===== src/rtl/tlb_pkg.sv =====
package tlb_pkg;

  typedef enum logic [0:0] {
    ST_IDLE = 1'b0,
    ST_WALK = 1'b1
  } walk_state_t;

endpackage


===== src/rtl/tlb_lru.sv =====
module tlb_lru #(
  parameter int N     = 4,
  parameter int IDX_W = $clog2(N)
) (
  input  logic             clk,
  input  logic             rst,
  input  logic             use_en,
  input  logic [IDX_W-1:0] use_idx,
  output logic [IDX_W-1:0] victim_idx
);

  logic [IDX_W-1:0] age [N];

  always_ff @(posedge clk) begin
    if (rst) begin
      for (int i = 0; i < N; i++) age[i] <= IDX_W'(N - 1 - i);
    end else if (use_en) begin
      for (int i = 0; i < N; i++) begin
        if (use_idx == IDX_W'(i))
          age[i] <= '0;
        else if (age[i] < age[use_idx])
          age[i] <= age[i] + {{(IDX_W-1){1'b0}}, 1'b1};
      end
    end
  end

  always_comb begin
    victim_idx = '0;
    for (int i = 0; i < N; i++)
      if (age[i] == IDX_W'(N - 1)) victim_idx = IDX_W'(i);
  end

endmodule


===== src/rtl/tlb_cam.sv =====
module tlb_cam #(
  parameter int N     = 4,
  parameter int VPN_W = 4,
  parameter int PPN_W = 8,
  parameter int IDX_W = $clog2(N)
) (
  input  logic             clk,
  input  logic             rst,
  input  logic [VPN_W-1:0] lk_vpn,
  output logic             lk_hit,
  output logic [IDX_W-1:0] lk_idx,
  output logic [PPN_W-1:0] lk_ppn,
  output logic             free_any,
  output logic [IDX_W-1:0] free_idx,
  input  logic             wr_en,
  input  logic [IDX_W-1:0] wr_idx,
  input  logic             wr_valid,
  input  logic [VPN_W-1:0] wr_vpn,
  input  logic [PPN_W-1:0] wr_ppn
);

  logic [N-1:0]     slot_v;
  logic [VPN_W-1:0] slot_tag [N];
  logic [PPN_W-1:0] slot_ppn [N];
  logic [N-1:0]     match;

  always_ff @(posedge clk) begin
    if (rst) slot_v <= '0;
    else if (wr_en) slot_v[wr_idx] <= wr_valid;
  end

  always_ff @(posedge clk) begin
    if (wr_en) begin
      slot_tag[wr_idx] <= wr_vpn;
      slot_ppn[wr_idx] <= wr_ppn;
    end
  end

  for (genvar g = 0; g < N; g++) begin : g_cmp
    assign match[g] = slot_v[g] && (slot_tag[g] == lk_vpn);
  end

  always_comb begin
    lk_idx = '0;
    for (int i = N - 1; i >= 0; i--)
      if (match[i]) lk_idx = IDX_W'(i);
  end

  always_comb begin
    free_idx = '0;
    for (int i = N - 1; i >= 0; i--)
      if (!slot_v[i]) free_idx = IDX_W'(i);
  end

  assign lk_hit   = |match;
  assign lk_ppn   = slot_ppn[lk_idx];
  assign free_any = ~&slot_v;

endmodule


===== src/rtl/tlb_ptab.sv =====
module tlb_ptab #(
  parameter int VPN_W = 4,
  parameter int PPN_W = 8,
  localparam int DEPTH = 1 << VPN_W
) (
  input  logic             clk,
  input  logic             rd_en,
  input  logic [VPN_W-1:0] rd_addr,
  output logic             rd_valid,
  output logic [PPN_W-1:0] rd_ppn,
  input  logic             wr_en,
  input  logic [VPN_W-1:0] wr_addr,
  input  logic             wr_valid,
  input  logic [PPN_W-1:0] wr_ppn
);

  logic [PPN_W:0] mem [DEPTH];
  logic [PPN_W:0] rd_q;

  always_ff @(posedge clk) begin
    if (wr_en) mem[wr_addr] <= {wr_valid, wr_ppn};
  end

  always_ff @(posedge clk) begin
    if (rd_en) rd_q <= mem[rd_addr];
  end

  assign rd_valid = rd_q[PPN_W];
  assign rd_ppn   = rd_q[PPN_W-1:0];

endmodule


===== src/rtl/tlb_xlate.sv =====
module tlb_xlate
  import tlb_pkg::*;
#(
  parameter int VA_W    = 16,
  parameter int OFF_W   = 12,
  parameter int PPN_W   = 8,
  parameter int ENTRIES = 4,
  localparam int VPN_W  = VA_W - OFF_W,
  localparam int PA_W   = PPN_W + OFF_W,
  localparam int IDX_W  = $clog2(ENTRIES)
) (
  input  logic             clk,
  input  logic             rst,
  input  logic             req_valid,
  input  logic [VA_W-1:0]  req_vaddr,
  output logic             req_ready,
  output logic             rsp_valid,
  output logic [PA_W-1:0]  rsp_paddr,
  output logic             rsp_hit,
  output logic             rsp_miss,
  output logic             rsp_fault,
  input  logic             ld_tlb_we,
  input  logic [IDX_W-1:0] ld_tlb_idx,
  input  logic             ld_tlb_valid,
  input  logic [VPN_W-1:0] ld_tlb_vpn,
  input  logic [PPN_W-1:0] ld_tlb_ppn,
  input  logic             ld_pt_we,
  input  logic [VPN_W-1:0] ld_pt_vpn,
  input  logic             ld_pt_valid,
  input  logic [PPN_W-1:0] ld_pt_ppn,
  input  logic             ld_frame_we,
  input  logic [PPN_W-1:0] ld_frame_ppn
);

  walk_state_t      state;
  logic [VPN_W-1:0] vpn_q;
  logic [OFF_W-1:0] off_q;
  logic [PPN_W-1:0] frame_q;

  logic             accept, walking;
  logic [VPN_W-1:0] req_vpn;

  logic             cam_hit, cam_free_any;
  logic [IDX_W-1:0] cam_idx, cam_free_idx;
  logic [PPN_W-1:0] cam_ppn;

  logic             pt_valid;
  logic [PPN_W-1:0] pt_ppn;

  logic [IDX_W-1:0] victim_idx, fill_idx;
  logic [PPN_W-1:0] fill_ppn;

  logic             cw_en, cw_valid;
  logic [IDX_W-1:0] cw_idx;
  logic [VPN_W-1:0] cw_vpn;
  logic [PPN_W-1:0] cw_ppn;

  logic             pw_en, pw_valid;
  logic [VPN_W-1:0] pw_addr;
  logic [PPN_W-1:0] pw_ppn;

  logic             use_en;
  logic [IDX_W-1:0] use_idx;

  assign req_ready = (state == ST_IDLE);
  assign accept    = req_valid && req_ready;
  assign walking   = (state == ST_WALK);
  assign req_vpn   = req_vaddr[VA_W-1:OFF_W];

  assign fill_idx  = cam_free_any ? cam_free_idx : victim_idx;
  assign fill_ppn  = pt_valid ? pt_ppn : frame_q;

  always_comb begin
    if (walking) begin
      cw_en    = 1'b1;
      cw_idx   = fill_idx;
      cw_valid = 1'b1;
      cw_vpn   = vpn_q;
      cw_ppn   = fill_ppn;
    end else begin
      cw_en    = ld_tlb_we;
      cw_idx   = ld_tlb_idx;
      cw_valid = ld_tlb_valid;
      cw_vpn   = ld_tlb_vpn;
      cw_ppn   = ld_tlb_ppn;
    end
  end

  always_comb begin
    if (walking && !pt_valid) begin
      pw_en    = 1'b1;
      pw_addr  = vpn_q;
      pw_valid = 1'b1;
      pw_ppn   = frame_q;
    end else begin
      pw_en    = ld_pt_we && !walking;
      pw_addr  = ld_pt_vpn;
      pw_valid = ld_pt_valid;
      pw_ppn   = ld_pt_ppn;
    end
  end

  assign use_en  = walking || (accept && cam_hit);
  assign use_idx = walking ? fill_idx : cam_idx;

  tlb_cam #(.N(ENTRIES), .VPN_W(VPN_W), .PPN_W(PPN_W)) u_cam (
    .clk      (clk),
    .rst      (rst),
    .lk_vpn   (req_vpn),
    .lk_hit   (cam_hit),
    .lk_idx   (cam_idx),
    .lk_ppn   (cam_ppn),
    .free_any (cam_free_any),
    .free_idx (cam_free_idx),
    .wr_en    (cw_en),
    .wr_idx   (cw_idx),
    .wr_valid (cw_valid),
    .wr_vpn   (cw_vpn),
    .wr_ppn   (cw_ppn)
  );

  tlb_lru #(.N(ENTRIES)) u_lru (
    .clk        (clk),
    .rst        (rst),
    .use_en     (use_en),
    .use_idx    (use_idx),
    .victim_idx (victim_idx)
  );

  tlb_ptab #(.VPN_W(VPN_W), .PPN_W(PPN_W)) u_ptab (
    .clk      (clk),
    .rd_en    (accept),
    .rd_addr  (req_vpn),
    .rd_valid (pt_valid),
    .rd_ppn   (pt_ppn),
    .wr_en    (pw_en),
    .wr_addr  (pw_addr),
    .wr_valid (pw_valid),
    .wr_ppn   (pw_ppn)
  );

  always_ff @(posedge clk) begin
    if (rst) begin
      state <= ST_IDLE;
    end else if (walking) begin
      state <= ST_IDLE;
    end else if (accept && !cam_hit) begin
      state <= ST_WALK;
    end
  end

  always_ff @(posedge clk) begin
    if (accept) begin
      vpn_q <= req_vpn;
      off_q <= req_vaddr[OFF_W-1:0];
    end
  end

  always_ff @(posedge clk) begin
    if (rst)
      frame_q <= '0;
    else if (walking && !pt_valid)
      frame_q <= frame_q + {{(PPN_W-1){1'b0}}, 1'b1};
    else if (ld_frame_we && !walking)
      frame_q <= ld_frame_ppn;
  end

  always_ff @(posedge clk) begin
    if (rst) begin
      rsp_valid <= 1'b0;
      rsp_hit   <= 1'b0;
      rsp_miss  <= 1'b0;
      rsp_fault <= 1'b0;
      rsp_paddr <= '0;
    end else begin
      rsp_valid <= 1'b0;
      if (walking) begin
        rsp_valid <= 1'b1;
        rsp_hit   <= 1'b0;
        rsp_miss  <= 1'b1;
        rsp_fault <= !pt_valid;
        rsp_paddr <= {fill_ppn, off_q};
      end else if (accept && cam_hit) begin
        rsp_valid <= 1'b1;
        rsp_hit   <= 1'b1;
        rsp_miss  <= 1'b0;
        rsp_fault <= 1'b0;
        rsp_paddr <= {cam_ppn, req_vaddr[OFF_W-1:0]};
      end
    end
  end

endmodule


===== config.mk =====
export PLATFORM = sky130hd
export DESIGN_NAME = tlb_xlate
export DESIGN_NICKNAME = d
export VERILOG_FILES = /design/src/rtl/tlb_pkg.sv /design/src/rtl/tlb_lru.sv /design/src/rtl/tlb_cam.sv /design/src/rtl/tlb_ptab.sv /design/src/rtl/tlb_xlate.sv
export SDC_FILE = /design/constraint.sdc
export NUM_CORES = 1
export LEC_CHECK = 0
export BUFFER_PORTS_ARGS = -buffer_cell sky130_fd_sc_hd__buf_2
export CAP_MARGIN = 10
export CORE_MARGIN = 2
export CORE_UTILIZATION = 45
export CTS_BUF_LIST = sky130_fd_sc_hd__clkbuf_4 sky130_fd_sc_hd__clkbuf_8
export DETAILED_ROUTE_END_ITERATION = 6
export GPL_ROUTABILITY_DRIVEN = 1
export PLACE_DENSITY = 0.67
export SLEW_MARGIN = 25
export SYNTH_ARGS = -nofsm -noshare
export SYNTH_HDL_FRONTEND = slang
export SYNTH_SLANG_ARGS = --single-unit

===== constraint.sdc =====
create_clock -name clk -period 9.13 [get_ports clk]
set_input_delay 1.3695 -clock clk [delete_from_list [all_inputs] [get_ports clk]]
set_output_delay 1.3695 -clock clk [all_outputs]
set_load 0.05 [all_outputs]

======== Yosys cells after proc, flatten, opt, wreduce, memory -nomap -nowiden ========
Memories as Yosys holds them, arrays and structs flattened. A register that Yosys moved wholly into a read port is not among the register bits.
Cells that the tools add are included.
cells by class
  reduce and logical (&&, ||, !) cells .... 21
  bitwise operators ....................... 9
  add/sub/neg operators ................... 5
  mux-type cells .......................... 86
  magnitude comparators ................... 6
  equal/unequal tests ..................... 10
operators with widths
  kind                                                                count
  two-way mux 1 bit                                                   54
  two-way mux 2 bit                                                   21
  two-way mux 20 bit                                                  2
  two-way mux 8 bit                                                   5
  == test 4 bit                                                       4
  logical AND 1 bit                                                   11
  == test 2 bit (second input constant)                               5
  adder 2 x 1 -> 2 bit (second input constant)                        4
  adder 8 x 1 -> 8 bit (second input constant)                        1
  less-than comparator 2 bit                                          4
  two-way mux 4 bit                                                   2
  bitwise OR 1 bit                                                    8
  bitwise mux 4 bit                                                   1
  AND reduction 4 bit                                                 1
  nonzero test 2 bit                                                  2
  OR reduction 4 bit                                                  1
  zero test 1 bit                                                     3
  less-than comparator 2 x 3 -> 1 bit (second input constant)         1
  demux 1 bit (select 2 bit)                                          1
  == test 2 x 1 -> 1 bit (second input constant)                      1
  greater-or-equal comparator 2 x 1 -> 1 bit (second input constant)  1
  zero test 2 bit                                                     1
  OR reduction 2 bit                                                  1
  logical OR 1 bit                                                    1
  NOT 1 bit                                                           1
word-level totals
  bits of input ports ..................... 58
  flip-flop bits (word level) ............. 53
  memories ................................ 4
  logic and storage cells ................. 151
  bits in writable memories ............... 200
memory list
  memory          depth  bits a word  rd ports  clocked after Yosys merged registers in  wr ports  line            text
  u_ptab.mem      16     9            1         1                                        1         tlb_ptab.sv:17  logic [PPN_W:0] mem [DEPTH];
  u_cam.slot_ppn  4      8            1         0                                        1         tlb_cam.sv:24   logic [PPN_W-1:0] slot_ppn [N];
  u_cam.slot_tag  4      4            4         0                                        1         tlb_cam.sv:23   logic [VPN_W-1:0] slot_tag [N];
  u_lru.age       4      2            5         0                                        4         tlb_lru.sv:12   logic [IDX_W-1:0] age [N];

======== Logic depth before layout (Yosys ltp) ========
An unclocked memory read counts as a cell.
  word-level depth ........................ 16
  mapped depth ............................ 12
  depth with buffers taken out ............ 9

======== Hierarchy ========
A second synthesis with hierarchy kept.
unflattened totals
  cells, all modules ...................... 722
  area, all modules ....................... 11158.2 um^2
by module, submodules not included
  module     instances  cells each  sequential area each (um^2)  area an instance (um^2)
  tlb_ptab   1          254         4594.4                       5870.6
  tlb_xlate  1          266         1141.1                       2391.0
  tlb_cam    1          131         1521.5                       2173.3
  tlb_lru    1          71          240.2                        723.2

======== Worst setup path before layout ========
Ideal clock, no wire load.
  path kind ............................... input port to flip-flop
  from .................................... input port req_valid
  to ...................................... memory u_lru.age[1][0] (netlist bit), data pin
  data required time ...................... 8.950 ns
  slack ................................... 5.069 ns
  buffers on the path ..................... 0
  arrival ................................. 3.881 ns
  stages on the path ...................... 7
  cells stage by stage .................... nor2b_1 > o41ai_2 > and2_1 > or2_2 > nor3_1 > o21ai_0 > a221oi_1
RTL lines
  what             line             text
  start, declared  tlb_xlate.sv:14  input logic req_valid,
  end, declared    tlb_lru.sv:12

==> flow_summary.json <==
{
  "status": "completed",
  "rows": 57,
  "ctsHoldBuffers": 0,
  "cts_resized": 0,
  "synth.distinct_cells": 61,
  "gp_congestion": 0.897,
  "syn-cell-area_mm2": 0.0112,
  "cp_data_arrival_time_ps": 4670,
  "worst_pin_slew_ps": 1010,
  "finalHoldViolCount": 0,
  "synth_edf_count": 225,
  "fillers": 2060,
  "grt_pass1_wl_um": 39500,
  "seq_area_mm2": 0.00750,
  "core_area_mm2": 0.0244,
  "vias": 6807,
  "cp_data_required_time_ps": 9330,
  "ys_warn_count": 0,
  "cts_num_sinks": 262,
  "whs_ps": 464,
  "cts_max_path_buffers": 3,
  "drv_slew": 0,
  "holdCritPathClass": "reg2reg",
  "fin_cells": 1207,
  "die-height_um": 162,
  "cts_setup_buffers": 0,
  "ys.flop_type": "edfxtp_1",
  "die_w_um": 162,
  "synthesis.nets": 811,
  "yosysSeqAreaShare_pct": 66.8,
  "maxCapViolCount": 0,
  "yosys.area.top_type": "edfxtp_1",
  "drive_above_1_share_pct": 27.9,
  "drcViolationCount": 0,
  "crit_type": "in2reg",
  "port-buffer-count": 82,
  "clock.fmax_mhz": 224,
  "end_kind": "flop",
  "pwr_density_cell_mw_per_mm2": 202,
  "ant_nets": 0,
  "grt_max_degree": 42,
  "grt_antenna_before_repair": 1,
  "clkLatencyLatePin_ps": 550,
  "grt_setup_unrepaired": "false",
  "finalCritPeriodShare_pct": 48.9,
  "cts_made_buffers": 43,
  "path_clk_slew_ps": 60,
  "pin_count": 83,
  "cts_root_buf": "clkbuf_8",
  "crit_fanout": 41,
  "cts_max_level": 2,
  "cts_tree": "done",
  "skew_ps": 25.4,
  "ys_ff_latch": 262,
  "drtIter0Drc": 548,
  "area_growth_pct": 14.4,
  "setup_viol_count_final": 0,
  "setup_tns_ps": 0,
  "max_slew_margin_pct": 32.4,
  "grt_use_total_pct": 19.9,
  "multiInputGateArea_mm2": 0.00356,
  "period_minus_slack_ps": 4470,
  "syn_avg_cell_area_um2": 15.0,
  "vdd_drop_max_mv": 0.127,
  "cp-start-kind": "primary input",
  "die_area_mm2": 0.0262,
  "routed_wl_um": 25800,
  "wire_per_inst_um": 21.4,
  "synthCells": 749,
  "synth_top_area_share_pct": 60.2,
  "grt_pass1_vias": 6834,
  "dp.cells": 1127,
  "final_nets": 910,
  "synth_top_cells_by_area": "edfxtp_1 (60%), mux4_2 (9.0%), dfxtp_1 (6.6%)",
  "async_reset_ff_share_pct": 0,
  "dpl.hpwl_um": 16400,
  "p_leak_uw": 0.00474,
  "vias_per_cell": 5.64,
  "overflow": 0,
  "drt_pre_antenna_iters": 5,
  "floorplan.initialDensity_pct": 46.0
}
## registers in the layout, summed over array words and instances, names as in the netlist
signal	cells
u_ptab.rd_q	9
u_ptab.mem	144
vpn_q	4
rsp_miss	1
u_cam.slot_ppn	32
u_cam.slot_tag	16
rsp_fault	1
frame_q	8
rsp_paddr	20
rsp_hit	1
off_q	12
state	1
u_cam.slot_v	4
rsp_valid	1
u_lru.age	8
## worst max-delay path, stage by stage
cell and delay (ps):
buf_2 80, buf_4 610, xnor2_1 200, nand3_1 110
nor2_1 290, nor2_1 100, a21oi_1 710, mux2i_1 190
o32ai_1 380, a2111oi_0 190, a311oi_1 410
## path summary, 6_finish.rpt
path         depth (start not counted)                     startpoint                             to  slack [ps]
max                                 11                  req_vaddr[12]  u_lru.age[2][0]$_SDFFCE_PN1P_        4660
min reg2reg                          2           rsp_hit$_SDFFE_PP0P_           rsp_hit$_SDFFE_PP0P_         460
min                                  2           rsp_hit$_SDFFE_PP0P_           rsp_hit$_SDFFE_PP0P_         460
max reg2reg                          9  u_lru.age[3][0]$_SDFFCE_PN0P_  u_lru.age[2][0]$_SDFFCE_PN1P_        5600
## cells in the final DEF, fill, tap and decap left out, types with 8 or more instances in the layout
| master | instances |
|---|---|
| buf_4 | 12 |
| mux2i_1 | 34 |
| o21ai_0 | 19 |
| nor2_1 | 62 |
| clkbuf_4 | 14 |
| nor3_1 | 8 |
| dfxtp_1 | 36 |
| and3_1 | 14 |
| clkbuf_8 | 45 |
| buf_2 | 81 |
| inv_1 | 12 |
| a21oi_1 | 26 |
| o21a_1 | 9 |
| a211o_1 | 8 |
| nand2_1 | 67 |
| edfxtp_1 | 225 |
| mux4_2 | 45 |
| a31oi_1 | 12 |
| mux2_2 | 13 |
| clkinv_1 | 12 |
| nor2_2 | 12 |
| xor2_1 | 9 |
## per-layer routing
layer / wire length [µm] / track usage, % / vias to the layer above
li1: - / - / 3107
met1: 11200 / 27.7 / 3408
met2: 12500 / 32.3 / 250
met3: 1750 / 3.65 / 42
met4: 375 / 5.63 / 0
met5: 0 / 0 / -
## through the flow
step | setup slack, ps | power, µW | util (%) | area [µm²]
after detailed placement | 4110 | 1640 | 49.1 | 12000
after floorplan | 5070 | 1560 | - | 11200
final | 4660 | 2590 | 52.6 | 12800
after CTS | 4700 | 2610 | 52.5 | 12800
after global placement | 4130 | 1630 | 49.1 | 12000
after global routing | 4340 | 2690 | 52.6 | 12800
## area by class of cell
cell class                 count  area share, %
multi-input combinational    435           27.7
inverter                      13          0.380
sequential                   262           58.4
tap                          324           3.16
antenna                        1         0.0195
clock inverter                20          0.770
timing repair buffer          93           3.86
clock buffer                  59           5.65
## synth_stat cells (6+ instances only)
cell	count
a211o_1	8
a21o_1	6
a21oi_1	27
a31oi_1	12
and3_1	14
buf_1	9
buf_2	7
clkbuf_1	19
dfxtp_1	37
edfxtp_1	225
inv_1	12
mux2_2	13
mux2i_1	34
mux4_2	45
nand2_1	67
nand2b_1	7
nand3_1	7
nor2_1	73
nor3_1	8
nor3b_1	7
o21a_1	9
o21ai_0	19
xnor2_1	7
xor2_1	9
## where the power goes
part / switching, µW / internal (µW) / leakage (µW)
Clock: 454 / 518 / 0.000439
Combinational: 149 / 82.1 / 0.00193
Sequential: 26.2 / 1360 / 0.00236
Total: 629 / 1960 / 0.00474
## kinds of logic (layout without fill, tap and decap cells)
kind of cell	Yosys count	after routing	share of synthesized area, %
AOI/OAI and AO/OA	121	121	7.70
xor gates and xnor gates	16	16	1.25
adders and majority gates	4	4	0.446
buffers and inverters	52	185	2.05
DFF	262	262	66.8
muxes	93	93	13.6
other	0	1	0
and+or+nand+nor	201	201	8.16
No activity file was read; power rests on OpenSTA's default activity.
